==> src/rtl/sp_mac_pkg.sv <==
package sp_mac_pkg;
  typedef enum logic [1:0] {
    MAC_PLAIN  = 2'b00,
    MAC_TRUNC  = 2'b01,
    MAC_FULL   = 2'b10,
    MAC_FULL_B = 2'b11
  } mac_mode_e;

  function automatic logic mode_full(input mac_mode_e m);
    return m[1];
  endfunction

  function automatic logic mode_fb(input mac_mode_e m);
    return m != MAC_PLAIN;
  endfunction
endpackage

==> src/rtl/sp_mac_ctrl.sv <==
module sp_mac_ctrl
  import sp_mac_pkg::*;
#(
  parameter int COEF_W = 8,
  parameter int DATA_W = 16
) (
  input  logic              clk_i,
  input  logic              rst_ni,
  input  logic              frame_i,
  input  logic [1:0]        mode_i,
  input  logic [COEF_W-1:0] coef_i,
  input  logic              x_i,
  output logic              start_o,
  output logic              active_o,
  output logic              in_data_o,
  output mac_mode_e         mode_o,
  output logic [COEF_W-1:0] coef_o,
  output logic              x_bit_o,
  output logic              valid_o,
  output logic              first_o
);
  localparam int N  = COEF_W + DATA_W;
  localparam int CW = $clog2(N);
  localparam logic [CW-1:0] LAST   = CW'(N - 1);
  localparam logic [CW-1:0] D_LAST = CW'(DATA_W - 1);
  localparam logic [CW-1:0] D_LEN  = CW'(DATA_W);

  logic [CW-1:0]     cnt_q, phase;
  logic              busy_q, xs_q, valid_q, first_q;
  mac_mode_e         mode_q;
  logic [COEF_W-1:0] coef_q;

  assign start_o   = frame_i;
  assign active_o  = frame_i | busy_q;
  assign phase     = frame_i ? '0 : cnt_q;
  assign in_data_o = phase < D_LEN;
  assign mode_o    = frame_i ? mac_mode_e'(mode_i) : mode_q;
  assign coef_o    = frame_i ? coef_i : coef_q;
  assign x_bit_o   = in_data_o ? x_i : xs_q;   // sign extension past the data word
  assign valid_o   = valid_q;
  assign first_o   = first_q;

  always_ff @(posedge clk_i or negedge rst_ni) begin
    if (!rst_ni) begin
      cnt_q   <= '0;
      busy_q  <= 1'b0;
      xs_q    <= 1'b0;
      mode_q  <= MAC_PLAIN;
      coef_q  <= '0;
      valid_q <= 1'b0;
      first_q <= 1'b0;
    end else begin
      valid_q <= active_o;
      first_q <= frame_i;
      if (frame_i) begin
        cnt_q  <= CW'(1);
        busy_q <= (N > 1);
        mode_q <= mac_mode_e'(mode_i);
        coef_q <= coef_i;
      end else if (busy_q) begin
        if (cnt_q == LAST) busy_q <= 1'b0;
        else               cnt_q  <= cnt_q + CW'(1);
      end
      if (active_o && phase == D_LAST) xs_q <= x_i;
    end
  end

  // input assumption: no new word while one is running
  assert_frame_idle_R2: assert property (@(posedge clk_i) disable iff (!rst_ni)
    frame_i |-> !busy_q);

  assert_frame_len_R2: assert property (@(posedge clk_i) disable iff (!rst_ni)
    (busy_q && cnt_q == LAST) |=> !busy_q);

  assert_first_valid_R2: assert property (@(posedge clk_i) disable iff (!rst_ni)
    first_q |-> valid_q);
endmodule

==> src/rtl/sp_mac_dp.sv <==
module sp_mac_dp
  import sp_mac_pkg::*;
#(
  parameter int COEF_W = 8
) (
  input  logic              clk_i,
  input  logic              rst_ni,
  input  logic              start_i,
  input  logic              active_i,
  input  logic              full_i,
  input  logic [COEF_W-1:0] coef_i,
  input  logic [COEF_W-1:0] preset_i,
  input  logic              x_bit_i,
  input  logic              z_bit_i,
  output logic              bit_o
);
  localparam int AW = COEF_W + 3;
  localparam int LO = -(1 << COEF_W);
  localparam int HI = 1 << (COEF_W + 1);

  logic signed [AW-1:0] acc_q, acc_cur, a_term, z_term, sum;

  // preset from saved low bits in full-precision mode, cleared otherwise
  assign acc_cur = start_i ? (full_i ? AW'({3'b000, preset_i}) : '0) : acc_q;
  // sign extension of the coefficient subtracts its top partial product
  assign a_term  = x_bit_i ? AW'({{3{coef_i[COEF_W-1]}}, coef_i}) : '0;
  assign z_term  = z_bit_i ? (AW'(1) <<< COEF_W) : '0;
  assign sum     = acc_cur + a_term + z_term;
  assign bit_o   = sum[0];

  always_ff @(posedge clk_i or negedge rst_ni) begin
    if (!rst_ni)       acc_q <= '0;
    else if (active_i) acc_q <= sum >>> 1;
  end

  assert_acc_bounded_R1: assert property (@(posedge clk_i) disable iff (!rst_ni)
    (int'(acc_q) >= LO) && (int'(acc_q) < HI));
endmodule

==> src/rtl/sp_mac_result.sv <==
module sp_mac_result #(
  parameter int COEF_W = 8,
  parameter int DATA_W = 16
) (
  input  logic              clk_i,
  input  logic              rst_ni,
  input  logic              active_i,
  input  logic              bit_i,
  output logic              y_o,
  output logic              fb_bit_o,
  output logic [COEF_W-1:0] low_o
);
  localparam int N = COEF_W + DATA_W;

  logic [N-1:0] y_sr;

  assign y_o      = y_sr[N-1];
  assign fb_bit_o = y_sr[COEF_W];
  assign low_o    = y_sr[COEF_W-1:0];

  always_ff @(posedge clk_i or negedge rst_ni) begin
    if (!rst_ni)       y_sr <= '0;
    else if (active_i) y_sr <= {bit_i, y_sr[N-1:1]};
  end

  assert_hold_idle_R8: assert property (@(posedge clk_i) disable iff (!rst_ni)
    !active_i |=> $stable(y_sr));
endmodule

==> src/rtl/sp_mac.sv <==
module sp_mac
  import sp_mac_pkg::*;
#(
  parameter int COEF_W = 8,
  parameter int DATA_W = 16
) (
  input  logic              clk_i,
  input  logic              rst_ni,
  input  logic              frame_i,
  input  logic [1:0]        mode_i,
  input  logic [COEF_W-1:0] coef_i,
  input  logic              x_i,
  input  logic              z_i,
  output logic              y_o,
  output logic              y_valid_o,
  output logic              y_first_o
);
  logic              start, active, in_data, x_bit, z_bit, fb_bit, prod_bit;
  mac_mode_e         mode;
  logic [COEF_W-1:0] coef, low;

  sp_mac_ctrl #(.COEF_W(COEF_W), .DATA_W(DATA_W)) u_ctrl (
    .clk_i, .rst_ni, .frame_i, .mode_i, .coef_i, .x_i,
    .start_o(start), .active_o(active), .in_data_o(in_data),
    .mode_o(mode), .coef_o(coef), .x_bit_o(x_bit),
    .valid_o(y_valid_o), .first_o(y_first_o)
  );

  assign z_bit = in_data & (mode_fb(mode) ? fb_bit : z_i);

  sp_mac_dp #(.COEF_W(COEF_W)) u_dp (
    .clk_i, .rst_ni, .start_i(start), .active_i(active),
    .full_i(mode_full(mode)), .coef_i(coef), .preset_i(low),
    .x_bit_i(x_bit), .z_bit_i(z_bit), .bit_o(prod_bit)
  );

  sp_mac_result #(.COEF_W(COEF_W), .DATA_W(DATA_W)) u_res (
    .clk_i, .rst_ni, .active_i(active), .bit_i(prod_bit),
    .y_o, .fb_bit_o(fb_bit), .low_o(low)
  );

  assert_idle_quiet_R2: assert property (@(posedge clk_i) disable iff (!rst_ni)
    $rose(y_valid_o) |-> y_first_o);
endmodule

==> config.mk <==
export PLATFORM = sky130hd
export DESIGN_NAME = sp_mac
export DESIGN_NICKNAME = d
export VERILOG_FILES = /design/src/rtl/sp_mac_pkg.sv /design/src/rtl/sp_mac_ctrl.sv /design/src/rtl/sp_mac_dp.sv /design/src/rtl/sp_mac_result.sv /design/src/rtl/sp_mac.sv
export SDC_FILE = /design/constraint.sdc
export NUM_CORES = 1
export LEC_CHECK = 0
export BUFFER_PORTS_ARGS = -buffer_cell sky130_fd_sc_hd__buf_2
export CORE_UTILIZATION = 38
export CTS_CLUSTER_SIZE = 14
export DETAILED_ROUTE_END_ITERATION = 8
export HOLD_SLACK_MARGIN = 0.15
export SLEW_MARGIN = 30
export SYNTH_ARGS = -nofsm -noshare
export SYNTH_HDL_FRONTEND = slang
export SYNTH_SLANG_ARGS = --single-unit
export TNS_END_PERCENT = 5
==> constraint.sdc <==
create_clock -name clk_i -period 3.8 [get_ports clk_i]
set_clock_uncertainty 0.05 [all_clocks]
set_input_delay 0.38 -clock clk_i [delete_from_list [all_inputs] [get_ports clk_i]]
set_output_delay 0.38 -clock clk_i [all_outputs]
set_load 0.05 [all_outputs]
==> results of run 1 <==
flip-flops by register name (all words and copies together), names as in the netlist:
| signal | cells |
|---|---|
| u_ctrl.busy_q | 1 |
| u_ctrl.first_o | 1 |
| u_ctrl.valid_o | 1 |
| u_dp.acc_q | 10 |
| u_ctrl.coef_q | 8 |
| u_ctrl.xs_q | 1 |
| u_ctrl.cnt_q | 5 |
| u_res.y_sr | 24 |
| u_ctrl.mode_q | 2 |
cell type report:
cell class | count | area share (%)
flip-flops and latches | 53 | 44.5
multi-input cells | 205 | 42.1
repair buffers | 22 | 4.20
well taps | 96 | 4.03
clock buffers | 7 | 2.90
inverters | 10 | 1.26
clock inverters | 1 | 1.01
cell usage in the layout, fill, tap and decap left out, drive strengths merged, types with 3 or more instances in the layout:
cell type,synthesis,routed
nor2,10,10
o21ai,14,14
mux2,8,8
ha,19,19
a21oi,13,13
nor2b,8,8
a22o,5,5
dfrtp,53,53
inv,10,10
nand3,3,3
xor2,4,4
mux2i,5,5
nand2,93,93
clkbuf,5,7
buf,6,21
per-stage QoR:
stage / worst slack (ps) / cells / util [%]
finish: 884 / 394 / 43.8
global route: 652 / 394 / 43.8
CTS: 858 / 394 / 43.8
detailed placement: 521 / 385 / 42.0
global placement: 562 / 385 / 42.0
floorplan: 849 / 279 / -
layer usage:
layer,vias up,wire [um],global-route usage (%)
met1,893,2370,20.3
li1,960,-,-
met5,-,0,0
met2,35,2200,24.1
met4,0,120,7.73
met3,9,198,3.56
worst max-delay path: stages:
cell and delay, ps:
buf_2 230, buf_4 230, mux2_2 360, nor2_1 120, mux2i_1 190, a21oi_1 60, fa_1 450, ha_1 380
a21oi_1 140, o21ai_0 90, a41oi_1 200, xor2_1 170, o21ai_1 70
path summary, 6_finish.rpt:
path,from,to,slack (ps),cells past startpoint
max in group asynchronous,rst_ni,u_res.y_sr[3],2360,3
max,frame_i,u_dp.acc_q[8],880,13
max reg2reg,u_ctrl.cnt_q[4],u_dp.acc_q[8],950,12
min in group asynchronous,rst_ni,u_dp.acc_q[4],570,2
min reg2reg,u_res.y_sr[10],u_res.y_sr[10],420,2
min,coef_i[0],u_ctrl.coef_q[0],240,3
what timing repair did:
item / CTS / global route
buffers inserted: 0 / 0
endpoints found under the hold margin: 27 / 0
hold buffers: 1 / 0
power by group through the flow:
stage / sequential (mW) / combinational, mW / clock (mW)
after floorplan: 0.817 / 0.367 / 0
after global placement: 0.822 / 0.473 / 0
after detailed placement: 0.827 / 0.482 / 0
after CTS: 0.815 / 0.487 / 0.415
after global routing: 0.836 / 0.564 / 0.433
final: 0.812 / 0.480 / 0.400
cells by family (layout without fill, tap and decap cells):
kind of cell               count (synthesis)  count (layout)
buffers and inverters                     21              40
adders and majority gates                 21              21
muxes                                     13              13
and+or+nand+nor                          122             122
xor gates and xnor gates                   6               6
AOI/OAI and AO/OA                         43              43
DFF                                       53              53
==> qor.csv, run 1 <==
stage,metric,value,unit
yosys,Synth Flop Type,dfrtp_1,
yosys,ranking of synthesized cells by area,"dfrtp_1 (50%), nand2_1 (13%), ha_1 (8.9%)",
cts,CTS buffer count,5,
yosys,post-synth top area share,49.8,%
sta,final hold slack,243,ps
cells_and_area,area grow syn2layout,11.8,%
placed_design,dpl cell area,0.00285,mm^2
drt,DRC,0,
power,switching power,0.545,mW
power,static leakage,1.48,nW
yosys,proportion of synthesized area in mux cells,5.26,%
sta,RSZ-0062 raised after global routing,false,
critical_path,Worst Path Arrival,3060,ps
yosys,compound-gate portion of the synthesized area,10.1,%
critical_path,CP Launch Type,primary input,
power,Sw Ratio,32.2,%
cts,"Reg clk slew, reported paths",100,ps
power,clock share of power,23.6,%
cells_and_area,Storage cell area,0.00133,mm^2
cells_and_area,Layout Nets,333,
yosys,post-synth net total,315,
drt,Routed WL per cell,12.4,um
yosys,largest family of logic cells by synthesized area,simple AND/OR/NAND/NOR gates,
critical_path,Setup crit end kind,flop,
drt,Antenna Nets Post-Route,0,
sta,final setup TNS,0,ps
worst_hold_path,Hold Path Class,primary input to flop,
cells_and_area,area of the multi-input gates,0.00125,mm^2
critical_path,CP Max Fanout,13,
power,Power Dens Cells,568,mW/mm^2
yosys,Synth top cells by count,"nand2_1 (93), dfrtp_1 (53), ha_1 (19)",
yosys,adder-cell share of the synthesized area,10.4,%
cts,Max clock buf depth,2,
cts,clock latency on the worst-skew pair,310,ps
power,Sequential Power Share,48.0,%
drt,initial drt markers,87,
yosys,Synth warnings,0,
floorplan,initial core utilization,39.2,%
sta,worst slew pin tran,642,ps
yosys,syn avg cell area,9.55,um^2
drt,routed wire length,4.89,mm
grt,first-pass GRT wire length,8.77,mm
run_status,status,"complete, no violations",
cells_and_area,filler instances,662,
placed_design,Detail Placement HPWL,3.42,mm
yosys,register bit total from synthesis,53,
cts,root buffer cell,clkbuf_8,
yosys,cell with the most instances after synthesis,nand2_1,
yosys,simple-gate share of the synthesized area,19.2,%
sta,Tcrit/Tclk final,76.7,%
sta,endpoints failing hold,0,
critical_path,Crit path required time,3950,ps
floorplan,number of top-level pins,18,
critical_path,Setup Crit Path Kind,primary input to flop,
drt,Vias/cell,4.81,
power,Peak supply drop,170,uV
yosys,xor/xnor share of the synthesized area,1.97,%
cts,PostCTS Resize Cnt,0,
sta,FMAX,343,MHz
placed_design,GPL Wtd Cong,0.834,
cts,Sink Count,53,
floorplan,Core ar.,0.00679,mm^2
sta,Slew HR,57.1,%
yosys,Yosys top cell by area,dfrtp_1,
cts,H-tree Lvls,2,
cells_and_area,layout cells sized above 1,12.1,%
power,Comb power frac,28.4,%
floorplan,die width,85.7,um
sta,Final Critical Period,2920,ps
sta,count of final setup violators,0,
yosys,Post-synth ARST share,100,%
yosys,Cell variety after synth,40,
yosys,"Seq/Total Area, Yosys",49.8,%
yosys,Mapped Area,0.00267,mm^2
floorplan,die height,85.7,um
cells_and_area,fin area,0.00298,mm^2
grt,largest net degree at the start of global routing,41,
drt,vias,1897,
placed_design,Buffers on Ports,17,
sta,Max Slew Vio Count,0,
drt,Initial DRT Pass Iterations,5,
job,max_cap viols,0,
cells_and_area,n_diodes,0,
floorplan,Rows,30,
yosys,Cells after Synth,279,
floorplan,die area,0.00735,mm^2
grt,vias in the first global route,1915,
grt,initial antenna violation count,0,
grt,GRT Total Usage,15.5,%
power,Pwr Total,1.69,mW
yosys,Post-synth EDFFs,0,
power,Pint,1.15,mW
cts,TritonCTS clock tree,built,
grt,GRT overflow,0,
Power figures use the tool's default switching activity.
==> inputs of run 2 (changes only) <==
- ABC_AREA: not set -> 1
- clock period: 3.8 -> 2.95 ns (I/O delays scaled with it)
==> qor.csv, run 2 <==
stage,metric,value,unit,change
cells_and_area,layout cells sized above 1,11.3,%,-0.82 points
cells_and_area,Layout Nets,399,,+20%
yosys,Cells after Synth,342,,+23%
cells_and_area,Storage cell area,0.00133,mm^2,unchanged
cts,"Reg clk slew, reported paths",90,ps,about the same
drt,routed wire length,5.52,mm,+13%
floorplan,initial core utilization,39.2,%,about the same
yosys,post-synth top area share,46.6,%,-3.2 points
yosys,Post-synth EDFFs,0,,unchanged
sta,final hold slack,182,ps,-61.4 ps
drt,Antenna Nets Post-Route,0,,unchanged
cells_and_area,Largest register FFs,24,,unchanged
power,Sw Ratio,33.1,%,+0.89 points
cts,root buffer cell,clkbuf_8,,
drt,vias,2117,,+12%
worst_hold_path,Hold Path Class,primary input to flop,,
yosys,Yosys top cell by area,dfrtp_1,,
cells_and_area,top flop regs,"u_res.y_sr (24), u_dp.acc_q (10), u_ctrl.coef_q (8)",,
yosys,"Seq/Total Area, Yosys",46.6,%,-3.2 points
critical_path,FF-to-FF setup slack,290,ps,-660 ps
sta,count of final setup violators,0,,unchanged
yosys,cell with the most instances after synthesis,nand2_1,,
job,max_cap viols,0,,unchanged
placed_design,GPL Wtd Cong,0.826,,-1.1%
floorplan,die area,0.00784,mm^2,+6.6%
critical_path,Setup Crit Path Kind,flop to flop,,
drt,initial drt markers,88,,+1.1%
cts,CTS buffer count,5,,unchanged
drt,DRC,0,,unchanged
yosys,syn avg cell area,8.32,um^2,-13%
cells_and_area,n_diodes,0,,unchanged
cells_and_area,Biggest register,u_res.y_sr,,
cells_and_area,"commonest non-fill, non-tap cell in the layout",nand2_1,,
critical_path,R2R depth,16,,+4
sta,final setup TNS,0,ps,unchanged
power,Pint,1.56,mW,+36%
yosys,register bit total from synthesis,53,,unchanged
floorplan,number of top-level pins,18,,unchanged
floorplan,Rows,31,,+3.3%
grt,largest net degree at the start of global routing,29,,-29%
yosys,Synth Flop Type,dfrtp_1,,
cts,PostCTS Resize Cnt,0,,unchanged
sta,Max Slew Vio Count,0,,unchanged
power,switching power,0.771,mW,+42%
critical_path,CP Max Fanout,7,,-6
cts,CTS Hold Buffers Added,1,,unchanged
grt,initial antenna violation count,0,,unchanged
sta,FMAX,376,MHz,
drt,Routed WL per cell,11.9,um,-3.9%
sta,Tcrit/Tclk final,90.3,%,
cells_and_area,area grow syn2layout,10.9,%,
grt,GRT Total Usage,15.6,%,+0.15 points
cts,H-tree Lvls,2,,unchanged
cts,Max clock buf depth,2,,unchanged
sta,worst slew pin tran,574,ps,-68.3 ps
cells_and_area,area of the multi-input gates,0.00124,mm^2,-1.3%
sta,RSZ-0062 raised after global routing,false,,
power,static leakage,1.65,nW,+11%
critical_path,Crit path required time,3100,ps,-850 ps
cts,TritonCTS clock tree,built,,
critical_path,CP Launch Type,flop,,
critical_path,Setup crit end kind,flop,,
placed_design,Buffers on Ports,17,,unchanged
run_status,status,"complete, no violations",,
power,Sequential Power Share,46.0,%,-2.0 points
sta,Final Critical Period,2660,ps,
drt,Initial DRT Pass Iterations,4,,-1
grt,GRT overflow,0,,unchanged
yosys,Synth warnings,0,,unchanged
critical_path,FF-to-FF Start,u_ctrl.cnt_q[4],,
critical_path,Worst Path Arrival,2820,ps,-240 ps
power,clock share of power,24.5,%,+0.9 points
floorplan,Core ar.,0.00725,mm^2,+6.8%
yosys,Synth top cells by count,"nand2_1 (96), dfrtp_1 (53), inv_1 (47)",,
floorplan,die width,88.5,um,+3.2%
critical_path,CP Launch Point,u_ctrl.cnt_q[4],,
power,Peak supply drop,343,uV,+100%
yosys,ranking of synthesized cells by area,"dfrtp_1 (47%), nand2_1 (13%), ha_1 (8.4%)",,
power,Power Dens Cells,739,mW/mm^2,+30%
cts,setup bufs post-CTS,0,,unchanged
cts,Sink Count,53,,unchanged
yosys,Mapped Area,0.00285,mm^2,+6.8%
cells_and_area,"commonest cells after routing, fill and taps aside","nand2_1 (96), dfrtp_1 (53), inv_1 (47), o21ai_0 (31), nor2_1 (20)",,
grt,vias in the first global route,2116,,+10%
power,Comb power frac,29.5,%,+1.1 points
sta,Slew HR,61.7,%,+4.6 points
drt,Vias/cell,4.57,,-5.0%
sta,endpoints failing hold,0,,unchanged
cts,clock latency on the worst-skew pair,310,ps,about the same
yosys,Cell variety after synth,30,,-25%
yosys,post-synth net total,378,,+20%
grt,first-pass GRT wire length,9.34,mm,+6.5%
cells_and_area,filler instances,737,,+11%
critical_path,RR Endpoint,u_dp.acc_q[6],,
placed_design,Detail Placement HPWL,4.14,mm,+21%
critical_path,CP endpoint,u_dp.acc_q[6],,
floorplan,die height,88.5,um,+3.2%
yosys,Post-synth ARST share,100,%,unchanged
## run 2: changes by cell type after synthesis, sizes merged, moves of 8 or more
cell / change
nor2b: -8
nor2: +12
o21ai: +34
inv: +40
mux2: -8
nand3: +14
## run 2: layout make-up
cell class	instances	area share [%]
well taps	99	3.93
multi-input cells	229	39.2
inverters	50	6.11
flip-flops and latches	53	42.0
repair buffers	24	4.44
clock buffers	5	2.18
clock inverters	3	2.06
## run 2: worst max-delay path, stage by stage, from the launching register on
cell and delay (ps):
dfrtp_1 390, inv_1 130, nor2_4 40, inv_1 100
nand2_1 60, o21a_1 120, inv_2 110, nor2_1 60
ha_1 290, ha_1 250, fa_1 420, nand3_1 90
nand2_1 100, nand3_1 110, nand3b_1 90, nand3_1 90
nand2_1 60
## run 2: layer usage
metal	routed length, um	track usage (%)	vias up
met5	0	0	-
met4	40	4.40	0
met3	177	2.80	6
met2	2520	25.6	28
met1	2790	21.3	957
li1	-	-	1126
## run 2: cell families after synthesis
logic type / after synthesis / share of synthesized area [%]
xor+xnor: 1 / 0.308
simple gates: 143 / 21.5
buf+inv: 60 / 9.89
fa+ha+maj: 21 / 9.76
flops: 53 / 46.6
compound gates: 64 / 11.9
## run 2: power groups by stage
| stage | Sequential [mW] | Clock (mW) | Combinational [mW] |
|---|---|---|---|
| after floorplan | 1.07 | 0 | 0.510 |
| after global placement | 1.08 | 0 | 0.676 |
| after detailed placement | 1.08 | 0 | 0.695 |
| after CTS | 1.07 | 0.588 | 0.702 |
| after global routing | 1.10 | 0.615 | 0.800 |
| final | 1.07 | 0.572 | 0.688 |
## run 2: how the worst min path moves through the flow
stage / from / endpoint / slack (ps) / cells past startpoint
finish: coef_i[7] / u_ctrl.coef_q[7] / 180 / 3
global route: coef_i[7] / u_ctrl.coef_q[7] / 200 / 3
CTS: coef_i[7] / u_ctrl.coef_q[7] / 180 / 3
detailed placement: rst_ni / u_ctrl.coef_q[3] / 290 / 1
global placement: rst_ni / u_ctrl.coef_q[4] / 280 / 1
floorplan: rst_ni / u_ctrl.busy_q / -50 / 0
## run 2: stage by stage
stage / cells / instance area [um^2] / setup WS [ps] / total power [mW] / util (%)
final: 463 / 3150 / 287 / 2.33 / 43.5
after global routing: 463 / 3150 / 46.9 / 2.52 / 43.5
after CTS: 463 / 3150 / 266 / 2.36 / 43.5
after detailed placement: 454 / 3010 / 259 / 1.78 / 41.5
after global placement: 454 / 3010 / 306 / 1.76 / 41.5
after floorplan: 342 / 2850 / 557 / 1.58 / -
